File: src/rtl/sif_pkg.sv
package sif_pkg;
    localparam int WORD_W   = 32;
    localparam int POS_RXC  = 0;
    localparam int POS_DRE  = 1;
    localparam int POS_TXC  = 2;
    localparam int POS_ERR  = 3;
    localparam int POS_CSR  = 8;
    localparam int POS_IEND = 10;
    localparam int STICKY_N = 3;
    // sticky slot order: 0 overrun, 1 chip-select rise, 2 instruction end
    localparam logic [WORD_W-1:0] VALID_MASK =
        (WORD_W'(1) << POS_RXC) | (WORD_W'(1) << POS_DRE) | (WORD_W'(1) << POS_TXC) |
        (WORD_W'(1) << POS_ERR) | (WORD_W'(1) << POS_CSR) | (WORD_W'(1) << POS_IEND);

    typedef struct packed {
        logic rxc;
        logic dre;
        logic txc;
        logic en_seen;
    } data_st_t;

    function automatic int sticky_pos(input int slot);
        case (slot)
            0:       return POS_ERR;
            1:       return POS_CSR;
            default: return POS_IEND;
        endcase
    endfunction
endpackage

File: src/rtl/sif_sticky_bank.sv
module sif_sticky_bank #(
    parameter int N = 3
) (
    input  logic         clk_i,
    input  logic         rst_ni,
    input  logic [N-1:0] set_i,
    input  logic [N-1:0] clr_i,
    output logic [N-1:0] flag_o
);
    logic [N-1:0] flag_d, flag_q;

    // set has priority over a same-cycle clear
    for (genvar g = 0; g < N; g++) begin : g_bit
        always_comb flag_d[g] = set_i[g] | (flag_q[g] & ~clr_i[g]);
    end

    always_ff @(posedge clk_i) begin
        if (!rst_ni) flag_q <= '0;
        else         flag_q <= flag_d;
    end

    assign flag_o = flag_q;
endmodule

File: src/rtl/sif_data_flags.sv
module sif_data_flags
    import sif_pkg::*;
(
    input  logic clk_i,
    input  logic rst_ni,
    input  logic en_i,
    input  logic tx_wr_i,
    input  logic tx_load_i,
    input  logic tx_done_i,
    input  logic rx_load_i,
    input  logic rx_read_i,
    output logic rxc_o,
    output logic dre_o,
    output logic txc_o,
    output logic overrun_set_o
);
    data_st_t st_d, st_q;

    always_comb begin
        st_d = st_q;
        st_d.en_seen = en_i;

        if (rx_load_i)      st_d.rxc = 1'b1;
        else if (rx_read_i) st_d.rxc = 1'b0;

        if (!en_i)                         st_d.dre = 1'b0;
        else if (tx_wr_i)                  st_d.dre = 1'b0;
        else if (tx_load_i || !st_q.en_seen) st_d.dre = 1'b1;

        if (tx_wr_i)                    st_d.txc = 1'b0;
        else if (tx_done_i && st_q.dre) st_d.txc = 1'b1;
    end

    always_ff @(posedge clk_i) begin
        if (!rst_ni) st_q <= '0;
        else         st_q <= st_d;
    end

    assign rxc_o         = st_q.rxc;
    assign dre_o         = st_q.dre;
    assign txc_o         = st_q.txc;
    assign overrun_set_o = rx_load_i & st_q.rxc & ~rx_read_i;
endmodule

File: src/rtl/sif_bus_port.sv
module sif_bus_port
    import sif_pkg::*;
#(
    parameter int               ADDR_W = 8,
    parameter logic [ADDR_W-1:0] OFFSET = 8'h1C
) (
    input  logic              clk_i,
    input  logic              rst_ni,
    input  logic [ADDR_W-1:0] bus_addr_i,
    input  logic              bus_we_i,
    input  logic [WORD_W-1:0] bus_wdata_i,
    input  logic              bus_re_i,
    input  logic [WORD_W-1:0] word_i,
    output logic [WORD_W-1:0] w1c_o,
    output logic [WORD_W-1:0] bus_rdata_o
);
    logic              hit;
    logic [WORD_W-1:0] rdata_d, rdata_q;

    always_comb begin
        hit     = (bus_addr_i == OFFSET);
        w1c_o   = (bus_we_i && hit) ? bus_wdata_i : '0;
        rdata_d = (bus_re_i && hit) ? (word_i & VALID_MASK) : '0;
    end

    always_ff @(posedge clk_i) begin
        if (!rst_ni) rdata_q <= '0;
        else         rdata_q <= rdata_d;
    end

    assign bus_rdata_o = rdata_q;
endmodule

File: src/rtl/sif_irq_gen.sv
module sif_irq_gen #(
    parameter int W = 32
) (
    input  logic         clk_i,
    input  logic         rst_ni,
    input  logic [W-1:0] flags_i,
    input  logic [W-1:0] mask_i,
    output logic         irq_o
);
    logic irq_d, irq_q;

    always_comb irq_d = |(flags_i & mask_i);

    always_ff @(posedge clk_i) begin
        if (!rst_ni) irq_q <= 1'b0;
        else         irq_q <= irq_d;
    end

    assign irq_o = irq_q;
endmodule

File: src/rtl/sif_flag_unit.sv
module sif_flag_unit
    import sif_pkg::*;
#(
    parameter int               ADDR_W = 8,
    parameter logic [ADDR_W-1:0] OFFSET = 8'h1C
) (
    input  logic              clk_i,
    input  logic              rst_ni,
    input  logic              en_i,
    input  logic              tx_wr_i,
    input  logic              tx_load_i,
    input  logic              tx_done_i,
    input  logic              rx_load_i,
    input  logic              rx_read_i,
    input  logic              cs_rise_i,
    input  logic              instr_end_i,
    input  logic [ADDR_W-1:0] bus_addr_i,
    input  logic              bus_we_i,
    input  logic [31:0]       bus_wdata_i,
    input  logic              bus_re_i,
    output logic [31:0]       bus_rdata_o,
    input  logic [31:0]       irq_mask_i,
    output logic              irq_o
);
    logic                rxc, dre, txc, overrun_set;
    logic [STICKY_N-1:0] sticky_set, sticky_clr, sticky_q;
    logic [WORD_W-1:0]   w1c, status_w;
    logic                w1c_unused;

    sif_data_flags u_data (
        .clk_i, .rst_ni, .en_i, .tx_wr_i, .tx_load_i, .tx_done_i,
        .rx_load_i, .rx_read_i,
        .rxc_o(rxc), .dre_o(dre), .txc_o(txc), .overrun_set_o(overrun_set)
    );

    assign sticky_set = {instr_end_i, cs_rise_i, overrun_set};

    for (genvar s = 0; s < STICKY_N; s++) begin : g_clr
        assign sticky_clr[s] = w1c[sticky_pos(s)];
    end

    sif_sticky_bank #(.N(STICKY_N)) u_sticky (
        .clk_i, .rst_ni, .set_i(sticky_set), .clr_i(sticky_clr), .flag_o(sticky_q)
    );

    always_comb begin
        status_w              = '0;
        status_w[POS_RXC]     = rxc;
        status_w[POS_DRE]     = dre;
        status_w[POS_TXC]     = txc;
        for (int s = 0; s < STICKY_N; s++) status_w[sticky_pos(s)] = sticky_q[s];
    end

    assign w1c_unused = ^(w1c & ~VALID_MASK) ^ w1c[POS_RXC] ^ w1c[POS_DRE] ^ w1c[POS_TXC];

    sif_bus_port #(.ADDR_W(ADDR_W), .OFFSET(OFFSET)) u_bus (
        .clk_i, .rst_ni, .bus_addr_i, .bus_we_i, .bus_wdata_i, .bus_re_i,
        .word_i(status_w), .w1c_o(w1c), .bus_rdata_o
    );

    sif_irq_gen #(.W(WORD_W)) u_irq (
        .clk_i, .rst_ni, .flags_i(status_w), .mask_i(irq_mask_i), .irq_o
    );
endmodule

File: config.mk
export PLATFORM = sky130hd
export DESIGN_NAME = sif_flag_unit
export DESIGN_NICKNAME = d
export VERILOG_FILES = /design/src/rtl/sif_pkg.sv /design/src/rtl/sif_sticky_bank.sv /design/src/rtl/sif_data_flags.sv /design/src/rtl/sif_bus_port.sv /design/src/rtl/sif_irq_gen.sv /design/src/rtl/sif_flag_unit.sv
export SDC_FILE = /design/constraint.sdc
export NUM_CORES = 1
export LEC_CHECK = 0
export ABC_AREA = 1
export BUFFER_PORTS_ARGS = -buffer_cell sky130_fd_sc_hd__buf_2
export CAP_MARGIN = 15
export CORE_MARGIN = 10
export CORE_UTILIZATION = 41
export CTS_CLUSTER_SIZE = 20
export DETAILED_ROUTE_END_ITERATION = 7
export GPL_TIMING_DRIVEN = 0
export PLACE_DENSITY = 0.95
export SLEW_MARGIN = 20
export SYNTH_ARGS = -nofsm -noshare
export SYNTH_HDL_FRONTEND = slang
export SYNTH_HIERARCHICAL = 1
export SYNTH_SLANG_ARGS = --single-unit
File: constraint.sdc
create_clock -name clk_i -period 1.9 [get_ports clk_i]
set_input_delay 0 -clock clk_i [delete_from_list [all_inputs] [get_ports clk_i]]
set_output_delay 0 -clock clk_i [all_outputs]
set_load 0.02 [all_outputs]
Word-level counts from Yosys, hierarchy flattened
Index checks and enable logic that the tools add are counted.
{ "op_classes": {"eq_ne": 1, "n_mux": 3, "n_bitwise": 15, "reduce_logical": 10} }
{ "op_table": {"columns": ["op", "count"], "rows": [
  ["$and A11 B32 Y32", 1],
  ["$reduce_or A32 Y1", 1],
  ["$mux W11", 1],
  ["$eq A8 B5 Y1 const B", 1],
  ["$not A1 Y1", 6],
  ["$and A1 B1 Y1", 5],
  ["$logic_and A1 B1 Y1", 3],
  ["$or A1 B1 Y1", 3],
  ["$reduce_or A3 Y1", 1],
  ["$mux W1", 2],
  ["$reduce_and A2 Y1", 1],
  ["$reduce_bool A2 Y1", 1],
  ["$reduce_or A2 Y1", 1],
  ["$logic_not A1 Y1", 1],
  ["$logic_or A1 B1 Y1", 1]
]} }
{ "totals": {"reg_bits": 40, "input_bits": 84, "out_inout_bits": 33} }

Depth between registers and ports, before layout
Gate-level depths: netlist (run 1).
{ "logic_depth": {"word_depth": 6, "mapped_depth": 9, "mapped_depth_nobuf": 8} }

Hierarchy
Netlist (run 1), hierarchy kept.
{ "by_module_without_submodules": {"columns": ["module", "n_inst", "cells_each", "area_per_inst_um2"], "rows": [
  ["sif_bus_port", 1, 127, 804.5],
  ["sif_irq_gen", 1, 65, 261.5],
  ["sif_data_flags", 1, 20, 151.4],
  ["sif_sticky_bank", 1, 16, 112.6],
  ["sif_flag_unit", 1, 1, 3.8]
]} }

Least setup slack after synthesis (run 1)
OpenSTA, ideal clock, no wires.
{ "synth_path": {"kind": "input to register", "start": "in bus_addr_i[5]", "end": "reg u_sticky.flag_q[0] (netlist: u_sticky/flag_o[0])", "t_arrival_ns": 0.696, "t_required_ns": 1.784, "slack_ns": 1.088, "stages": 9, "path_buffers": 1, "path_cell_list": "inv_1 > nand2_1 > nor2_2 > nand3_4 > buf_6 > nor2_2 > inv_1 > nand2_1 > a21oi_1"} }
{ "synth_between": {"elab_chain_cells": 6} }
{ "synth_lines": {"columns": ["item", "line_no", "source"], "rows": [
  ["from (decl)", "sif_flag_unit.sv:17", "input logic [ADDR_W-1:0] bus_addr_i,"],
  ["$eq A8 B5 Y1", "sif_bus_port.sv:21", "hit = (bus_addr_i == OFFSET);"],
  ["$logic_and A1 B1 Y1", "sif_bus_port.sv:22", "w1c_o = (bus_we_i && hit) ? bus_wdata_i : '0;"],
  ["$mux W11", "sif_bus_port.sv:22", null],
  ["via w1c[3]", "sif_flag_unit.sv:27", "logic [WORD_W-1:0] w1c, status_w;"],
  ["$not A1 Y1", "sif_sticky_bank.sv:14", "always_comb flag_d[g] = set_i[g] | (flag_q[g] & ~clr_i[g]);"],
  ["$and A1 B1 Y1", "sif_sticky_bank.sv:14", null],
  ["$or A1 B1 Y1", "sif_sticky_bank.sv:14", null],
  ["to (signal assigned)", "sif_sticky_bank.sv:19", "else flag_q <= flag_d;"],
  ["to (decl)", "sif_sticky_bank.sv:10", "logic [N-1:0] flag_d, flag_q;"]
]} }
The timed path passes the listed nets, and every way through them passes these cells.
A chain may end at the register's enable or synchronous reset.

Worst setup path after layout (run 1)
{ "layout_path": {"start": "in rst_ni", "end": "reg u_data.st_q (netlist bit u_data/dre_o)"} }
{ "layout_between": {"elab_chain_cells": 2} }
{ "layout_lines": {"columns": ["item", "line_no", "source"], "rows": [
  ["from (decl)", "sif_flag_unit.sv:8", "input logic rst_ni,"],
  ["$not A1 Y1 (no source line)", null, null],
  ["$reduce_or A3 Y1 (no source line)", null, null],
  ["to (signal assigned)", "sif_data_flags.sv:36", "else st_q <= st_d;"],
  ["to (decl)", "sif_data_flags.sv:17", "data_st_t st_d, st_q;"]
]} }
Every way passes these cells.

==> impl_metrics.ini, run 1 <==
[clock_network]
cts_resizes = 0
clockBufferDepth = 2
cts_buffers = 3
clock_transition_at_path_regs_ns = 0.08
clk-insertion-delay-late_ns = 0.28
cts_tree = yes
cts.sinks = 14
ctsRootBufferMaster = sky130_fd_sc_hd__clkbuf_4
htree_levels = 1

[worst_hold_path]
hold_path.class = input pin to flop
hold_start = bus_wdata_i[3]

[cells_and_area]
multi_input_comb_area_um2 = 607
sequential_cell_area_um2 = 280
final_layout_size_suffix_gt1_frac = 0.342
layout.nets = 380
stdcell_count = 325
syn_to_final_growth_pct = 65.2
antennaDiodeCount = 0
num-fill-cells = 233

[sta]
achievable-frequency_ghz = 0.779
finalWorstSetupSlack_ns = 0.616
totalNegativeSetupSlack_ns = 0
timing.final.hold_violations = 0
finalClockSkew_ns = 0.00184
final_max_slew_viol_count = 0
final.period_utilization = 0.676
setup_viol = 0
rsz_0062_raised_after_global_routing = false
post_layout_minimum_cycle_time_ns = 1.28

[power_and_ir_drop]
power.density_mw_per_mm2 = 447
p_leak_nw = 1.14
finalPower_w = 0.000755
ir_worst_vdd_uv = 320

[global_routing]
grt_max_degree = 9
via_count_of_the_first_global_routing_pass = 1194
gr-total-overflow = 0
antenna_found_initial = 0
groute.usage.overall = 0.121
global_route_wire_length_before_repair_mm = 4.88

[setup_path]
worstPathArrival_ns = 1.52
path_class = input pin to flop
crit_path_start_kind = input pin
timing.rr.start = u_data/dre_o
worst_ep_required_time_ns = 2.14
worst-path-max-fanout = 6
setup.worst_path.start = rst_ni
timing.critical_path.to_type = flop

[route]
drt-pass1-iter-count = 4
first_iter_violations = 18
detail_route.drc_violations = 0
detail_route.wirelength_mm = 2.95
route.vias.total = 1162
avgRoutedWirePerCell_um = 9.07
drt-vias-per-instance = 3.58
postRouteAntennaNets = 0

[logic_synthesis]
syn_avg_cell_area_um2 = 6.01
postSynthCellCount = 170
syn_std_cell_area_mm2 = 0.00102
ys.warnings.count = 6

[place]
dp_cells = 311
dpl_worst_slack_ns = 0.996
finalWeightedCongestion = 0.727
numPortBuffers = 61
detailed_place_hpwl_mm = 2.57

[floorplanning]
die-width_um = 69.9
fp-row-count = 18
initial_core_util = 0.420
core_region_mm2 = 0.00243
chipHeight_um = 69.9
io_pins = 117
area_of_the_die_mm2 = 0.00489

[status]
run_status = complete, no violations

[run]
cap_viol_max_count = 0
[path summary, 6_finish.rpt]
path / end / slack [ns] / depth (start not counted)
max: u_data/dre_o / 0.62 / 7
min: u_sticky/flag_o[0] / 0.07 / 6
max reg2reg: u_data/dre_o / 0.67 / 5
min reg2reg: u_bus/bus_rdata_o[0] / 0.45 / 2
[cell type report]
cell class,instances,share of cell area
clock buffer,4,0.0215
sequential,14,0.166
buffer,28,0.129
multi-input combinational,150,0.359
tap,30,0.0222
timing repair buffer,71,0.240
inverter,28,0.0622
[where the power goes]
group | internal [W] | switching [W]
clock network | 0.000117 | 0.0000986
registers | 0.000302 | 0.00000534
logic | 0.000115 | 0.000118
[flip-flops by register name, summed over array words and instances (netlist names)]
register and cells:
u_sticky/flag_o 3, u_data/rxc_o 1, u_irq/irq_o 1, u_data/st_q 1
u_bus/bus_rdata_o 6, u_data/txc_o 1, u_data/dre_o 1
[critical path: stages]
cell and delay [ns]:
sky130_fd_sc_hd__dlygate4sd3_1 0.52, sky130_fd_sc_hd__buf_2 0.16, sky130_fd_sc_hd__nand2_1 0.10, sky130_fd_sc_hd__nor2_2 0.09, sky130_fd_sc_hd__nand2_1 0.06, sky130_fd_sc_hd__dlygate4sd3_1 0.54, sky130_fd_sc_hd__inv_1 0.06
[per-stage QoR]
step | utilization | area, µm² | hold WS, ns
2_1_floorplan | - | 1210 | 0.109
3_3_place_gp | 0.638 | 1550 | 0.220
3_5_place_dp | 0.638 | 1550 | 0.228
4_1_cts | 0.694 | 1690 | 0.0633
5_1_grt | 0.694 | 1690 | 0.0975
6_report | 0.694 | 1690 | 0.0737
[layer usage]
| layer | wire length (µm) | part of all wire | vias up | global-route usage |
|---|---|---|---|---|
| li1 | - | - | 657 | - |
| met1 | 1030 | 0.35 | 442 | 0.102 |
| met4 | 78 | 0.026 | 0 | 0.0789 |
| met2 | 1530 | 0.52 | 55 | 0.226 |
| met3 | 309 | 0.10 | 8 | 0.0494 |
| met5 | 0 | 0 | - | 0 |
[timing repair]
| action | CTS | global route |
|---|---|---|
| buffers inserted | 0 | 0 |
| endpoints found under the hold margin | 7 | 0 |
| hold buffers | 10 | 0 |
[cells in the final DEF (no fill, tap or decap)]
cell type and count:
sky130_fd_sc_hd__a21oi_1 5, sky130_fd_sc_hd__buf_6 2, sky130_fd_sc_hd__inv_1 28, sky130_fd_sc_hd__nor2_1 19, sky130_fd_sc_hd__clkbuf_4 3, sky130_fd_sc_hd__buf_4 26, sky130_fd_sc_hd__nor2_2 6, sky130_fd_sc_hd__nand2_1 65
sky130_fd_sc_hd__conb_1 52, sky130_fd_sc_hd__a21boi_2 1, sky130_fd_sc_hd__dlygate4sd3_1 10, sky130_fd_sc_hd__dfxtp_1 14, sky130_fd_sc_hd__nand3_4 1, sky130_fd_sc_hd__clkbuf_8 1, sky130_fd_sc_hd__buf_2 61, sky130_fd_sc_hd__nand3_1 1
(Power assumes the default switching activity.)
==> run 2: changes to the inputs <==
- CORE_UTILIZATION: 41 -> 38
- PLACE_DENSITY: 0.95 -> 0.91
- clock period: 1.9 -> 1.2 ns (I/O delays scaled with it)
==> impl_metrics.ini, run 2 (synthesized netlist as in run 1, its figures left out) <==
[status]
run_status = complete, no violations

[cells_and_area]
antennaDiodeCount = 0
layout.nets = 379
multi_input_comb_area_um2 = 607
mostFrequentLayoutCells = 65 x sky130_fd_sc_hd__nand2_1, 61 x sky130_fd_sc_hd__buf_2, 52 x sky130_fd_sc_hd__conb_1, 28 x sky130_fd_sc_hd__inv_1, 26 x sky130_fd_sc_hd__buf_4
final_layout_size_suffix_gt1_frac = 0.341
largest_register_ff_count = 6
sequential_cell_area_um2 = 280
syn_to_final_growth_pct = 62.9
num-fill-cells = 262
final_common_cell = sky130_fd_sc_hd__nand2_1

[power_and_ir_drop]
pwr-share-clk = 0.231
finalPower_w = 0.00111
power.density_mw_per_mm2 = 668
comb_power_share = 0.331
p_leak_nw = 1.12
power_frac_seq = 0.438
ir_worst_vdd_uv = 569
netSwitchingFraction = 0.302
switching_component_of_the_power_w = 0.000336
p_int_w = 0.000776

[sta]
final.period_utilization = 0.786
setup_viol = 0
final_max_slew_viol_count = 0
totalNegativeSetupSlack_ns = 0
post_layout_minimum_cycle_time_ns = 0.943
rsz_0062_raised_after_global_routing = false
finalClockSkew_ns = 0.00422
achievable-frequency_ghz = 1.06
timing.final.hold_violations = 0

[setup_path]
worst_r2r_path_depth = 6
path_class = input pin to flop
worst-path-max-fanout = 6
worstPathArrival_ns = 1.15
crit_path_start_kind = input pin
timing.critical_path.to_type = flop
worst_ep_required_time_ns = 1.41

[clock_network]
clockBufferDepth = 2
cts_tree = yes
ctsRootBufferMaster = sky130_fd_sc_hd__clkbuf_4
cts.sinks = 14
clk-insertion-delay-late_ns = 0.28
htree_levels = 1
cts_buffers = 3
cts_resizes = 0
clock_transition_at_path_regs_ns = 0.08

[floorplanning]
area_of_the_die_mm2 = 0.00516
initial_core_util = 0.405
io_pins = 117
chipHeight_um = 71.9
die-width_um = 71.9
fp-row-count = 18
core_region_mm2 = 0.00252

[route]
drt-pass1-iter-count = 3
postRouteAntennaNets = 0
drt-vias-per-instance = 3.63
route.vias.total = 1171
detail_route.drc_violations = 0
avgRoutedWirePerCell_um = 9.15
first_iter_violations = 6
detail_route.wirelength_mm = 2.96

[place]
finalWeightedCongestion = 0.675
numPortBuffers = 61
detailed_place_hpwl_mm = 2.62

[global_routing]
antenna_found_initial = 0
via_count_of_the_first_global_routing_pass = 1259
gr-total-overflow = 0
grt_max_degree = 8
groute.usage.overall = 0.115
global_route_wire_length_before_repair_mm = 4.86

[run]
cap_viol_max_count = 0

[worst_hold_path]
hold_path.class = input pin to flop
hold_path_depth = 6
run 2: changes by cell type in the layout (fill, tap and decap cells not counted):
cell	delta
sky130_fd_sc_hd__clkbuf_8	-1
sky130_fd_sc_hd__dlygate4sd3_1	-1
run 2: path summary, 6_finish.rpt:
path,startpoint,to,slack (ns)
max,rst_ni,u_bus/bus_rdata_o[10],0.26
min,bus_wdata_i[3],u_sticky/flag_o[0],0.09
min reg2reg,u_data/rxc_o,u_bus/bus_rdata_o[0],0.46
max reg2reg,u_sticky/flag_o[2],u_irq/irq_o,0.33
run 2: layer usage:
| metal | vias up | share of wire | GRT usage |
|---|---|---|---|
| li1 | 654 | - | - |
| met1 | 462 | 0.34 | 0.0913 |
| met2 | 51 | 0.53 | 0.230 |
| met3 | 4 | 0.11 | 0.0468 |
| met4 | 0 | 0.021 | 0.0581 |
| met5 | - | 0 | 0 |
run 2: power groups by stage:
stage / sequential (W) / clock (W) / combinational [W]
finish: 0.000487 / 0.000257 / 0.000368
global route: 0.000489 / 0.000283 / 0.000419
CTS: 0.000487 / 0.000268 / 0.000356
global placement: 0.000497 / 0 / 0.000327
detailed placement: 0.000498 / 0 / 0.000333
floorplan: 0.000498 / 0 / 0.000234
run 2: cell type report:
class                      instances  share of cell area
tap                               30              0.0225
sequential                        14               0.168
timing repair buffer              70               0.237
inverter                          28              0.0631
buffer                            28               0.131
clock buffer                       3              0.0135
multi-input combinational        150               0.364
run 2: critical path, stage by stage:
cell                            delay [ns]
sky130_fd_sc_hd__dlygate4sd3_1        0.52
sky130_fd_sc_hd__buf_2                0.16
sky130_fd_sc_hd__nand2_1              0.06
sky130_fd_sc_hd__inv_1                0.04
sky130_fd_sc_hd__nand3_1              0.21
sky130_fd_sc_hd__nor2_1               0.15
run 2: what timing repair did:
action	in CTS	in global routing
hold endpoints to repair	7	0
setup buffers	0	0
hold buffers	9	0
run 2: metrics by stage:
stage / worst slack [ns] / utilization / cells / area [µm²] / hold WS [ns]
final: 0.257 / 0.660 / 323 / 1670 / 0.0897
after global routing: 0.128 / 0.660 / 323 / 1670 / 0.124
after CTS: 0.274 / 0.660 / 323 / 1670 / 0.0809
after detailed placement: 0.272 / 0.616 / 311 / 1550 / 0.221
after global placement: 0.315 / 0.616 / 311 / 1550 / 0.215
after floorplan: 0.412 / - / 220 / 1210 / 0.109
==> run 3: changes to the inputs <==
- CORE_UTILIZATION: 38 -> 34
- PLACE_DENSITY: 0.91 -> 0.86
- clock period: 1.2 -> 0.8 ns (I/O delays scaled with it)
==> impl_metrics.ini, run 3 (synthesized netlist as in run 1, its figures left out) <==
[setup_path]
worst_r2r_path_depth = 6
worstPathArrival_ns = 1.02
crit_path_start_kind = flop
timing.critical_path.to_type = flop
worst_ep_required_time_ns = 0.96
path_class = flop to flop
worst-path-max-fanout = 2
timing.rr.start = u_sticky/flag_o[1]
regToRegSetupSlack_ns = -0.06
worst_r2r_endpoint = u_irq/irq_o

[route]
postRouteAntennaNets = 0
avgRoutedWirePerCell_um = 8.98
drt-vias-per-instance = 3.52
first_iter_violations = 12
detail_route.wirelength_mm = 2.94
route.vias.total = 1152
detail_route.drc_violations = 0
drt-pass1-iter-count = 4

[clock_network]
ctsRootBufferMaster = sky130_fd_sc_hd__clkbuf_4
cts_buffers = 3
clock_transition_at_path_regs_ns = 0.08
htree_levels = 1
clk-insertion-delay-late_ns = 0.26
clockBufferDepth = 2
cts.sinks = 14
cts_tree = yes

[sta]
achievable-frequency_ghz = 1.16
setup_viol = 1
finalClockSkew_ns = 0.00745
finalWorstSetupSlack_ns = -0.0598
totalNegativeSetupSlack_ns = -0.0598
timing.final.hold_violations = 0
final_max_slew_viol_count = 0
final.period_utilization = 1.07
rsz_0062_raised_after_global_routing = true
post_layout_minimum_cycle_time_ns = 0.860

[global_routing]
gr-total-overflow = 0
groute.usage.overall = 0.0972
groute.layer.met3.usage = 0.0473
grt_max_degree = 8
antenna_found_initial = 0
met2_track_demand_over_resource = 0.189
global_route_wire_length_before_repair_mm = 4.33
via_count_of_the_first_global_routing_pass = 1114
gr-usage-met1 = 0.0835
global_route.peak_usage_layer = met2

[cells_and_area]
antennaDiodeCount = 0
final_common_cell = sky130_fd_sc_hd__nand2_1
final_layout_size_suffix_gt1_frac = 0.385
mostFrequentLayoutCells = 63 x sky130_fd_sc_hd__nand2_1, 61 x sky130_fd_sc_hd__buf_2, 52 x sky130_fd_sc_hd__conb_1, 28 x sky130_fd_sc_hd__buf_4, 28 x sky130_fd_sc_hd__inv_1
layout.core_utilization = 0.614
largest_register_ff_count = 6
layout.nets = 382
syn_to_final_growth_pct = 68.4

[power_and_ir_drop]
power.density_mw_per_mm2 = 974
p_leak_nw = 1.15
ir_worst_vdd_uv = 849
finalPower_w = 0.00168

[run]
cap_viol_max_count = 0

[worst_hold_path]
hold_path.class = input pin to flop
hold_path_depth = 3
hold_start = rst_ni
min_delay_worst_endpoint = u_data/txc_o

[floorplanning]
core_region_mm2 = 0.00281
io_pins = 117
die-width_um = 74.8
area_of_the_die_mm2 = 0.00560
fp-row-count = 19
initial_core_util = 0.364
chipHeight_um = 74.8

[place]
finalWeightedCongestion = 0.686
numPortBuffers = 61
detailed_place_hpwl_mm = 2.64
dpl_worst_slack_ns = -0.103

[status]
violations = negative setup slack
run_status = finished with violations
-- run 3: cell types whose count changed in the layout (fill, tap and decap cells not counted) --
cell                            before  now
sky130_fd_sc_hd__nand2_1            65   63
sky130_fd_sc_hd__nand2_2             0    1
sky130_fd_sc_hd__nor2_1             19   17
sky130_fd_sc_hd__nand2_4             0    1
sky130_fd_sc_hd__buf_4              26   28
sky130_fd_sc_hd__nor2_2              6    7
sky130_fd_sc_hd__buf_6               2    4
sky130_fd_sc_hd__dlygate4sd3_1       9    8
sky130_fd_sc_hd__dfxtp_2             0    6
sky130_fd_sc_hd__dfxtp_1            14    8
sky130_fd_sc_hd__nor2_4              0    1
-- run 3: cell type report --
type | instances | area (µm²)
Inverter | 28 | 105
Fill cell | 278 | 1080
Clock buffer | 3 | 22.5
Tap cell | 31 | 38.8
Multi-Input combinational cell | 150 | 627
Timing Repair Buffer | 73 | 423
Buffer | 28 | 218
Sequential cell | 14 | 288
-- run 3: per-layer routing --
layer	part of all wire	routed length (µm)
met1	0.35	1020
met2	0.51	1500
met3	0.13	374
met4	0.014	41
met5	0	0
-- run 3: worst max path at each step --
stage / from / end / slack (ns) / cells past startpoint
after detailed placement: u_sticky/flag_o[2] / u_irq/irq_o / -0.10 / 6
final: u_sticky/flag_o[1] / u_irq/irq_o / -0.06 / 6
after global routing: u_data/rxc_o / u_irq/irq_o / -0.14 / 6
after CTS: u_data/rxc_o / u_irq/irq_o / -0.07 / 6
after floorplan: u_sticky/flag_o[2] / u_irq/irq_o / 0.01 / 6
after global placement: u_sticky/flag_o[2] / u_irq/irq_o / -0.08 / 6
-- run 3: worst max-delay path, stage by stage (launching register included) --
cell	delay [ns]
sky130_fd_sc_hd__dfxtp_2	0.32
sky130_fd_sc_hd__nand2_1	0.06
sky130_fd_sc_hd__nand2_1	0.05
sky130_fd_sc_hd__nor2_1	0.11
sky130_fd_sc_hd__nand2_1	0.07
sky130_fd_sc_hd__nor2_1	0.10
sky130_fd_sc_hd__a21oi_1	0.06
-- run 3: repair_timing --
action,CTS,global route
pin swaps,6,12
cloned,0,0
endpoints found under the setup margin,1,3
endpoints found under the hold margin,7,0
setup buffers,3,1
hold buffers,8,0
gates resized for setup,5,9
-- run 3: power by group --
group          switching [W]  internal [W]  total (W)
Combinational       0.000291      0.000290   0.000580
Clock               0.000190      0.000173   0.000364
Sequential         0.0000122      0.000720   0.000732
Total               0.000493       0.00118    0.00168
-- run 3: stage by stage --
step           cell area, µm²  hold slack (ns)  cells
2_1_floorplan            1210            0.109    220
3_3_place_gp             1550            0.216    312
3_5_place_dp             1550            0.226    312
4_1_cts                  1690          0.00171    326
5_1_grt                  1720           0.0113    327
6_report                 1720           0.0102    327
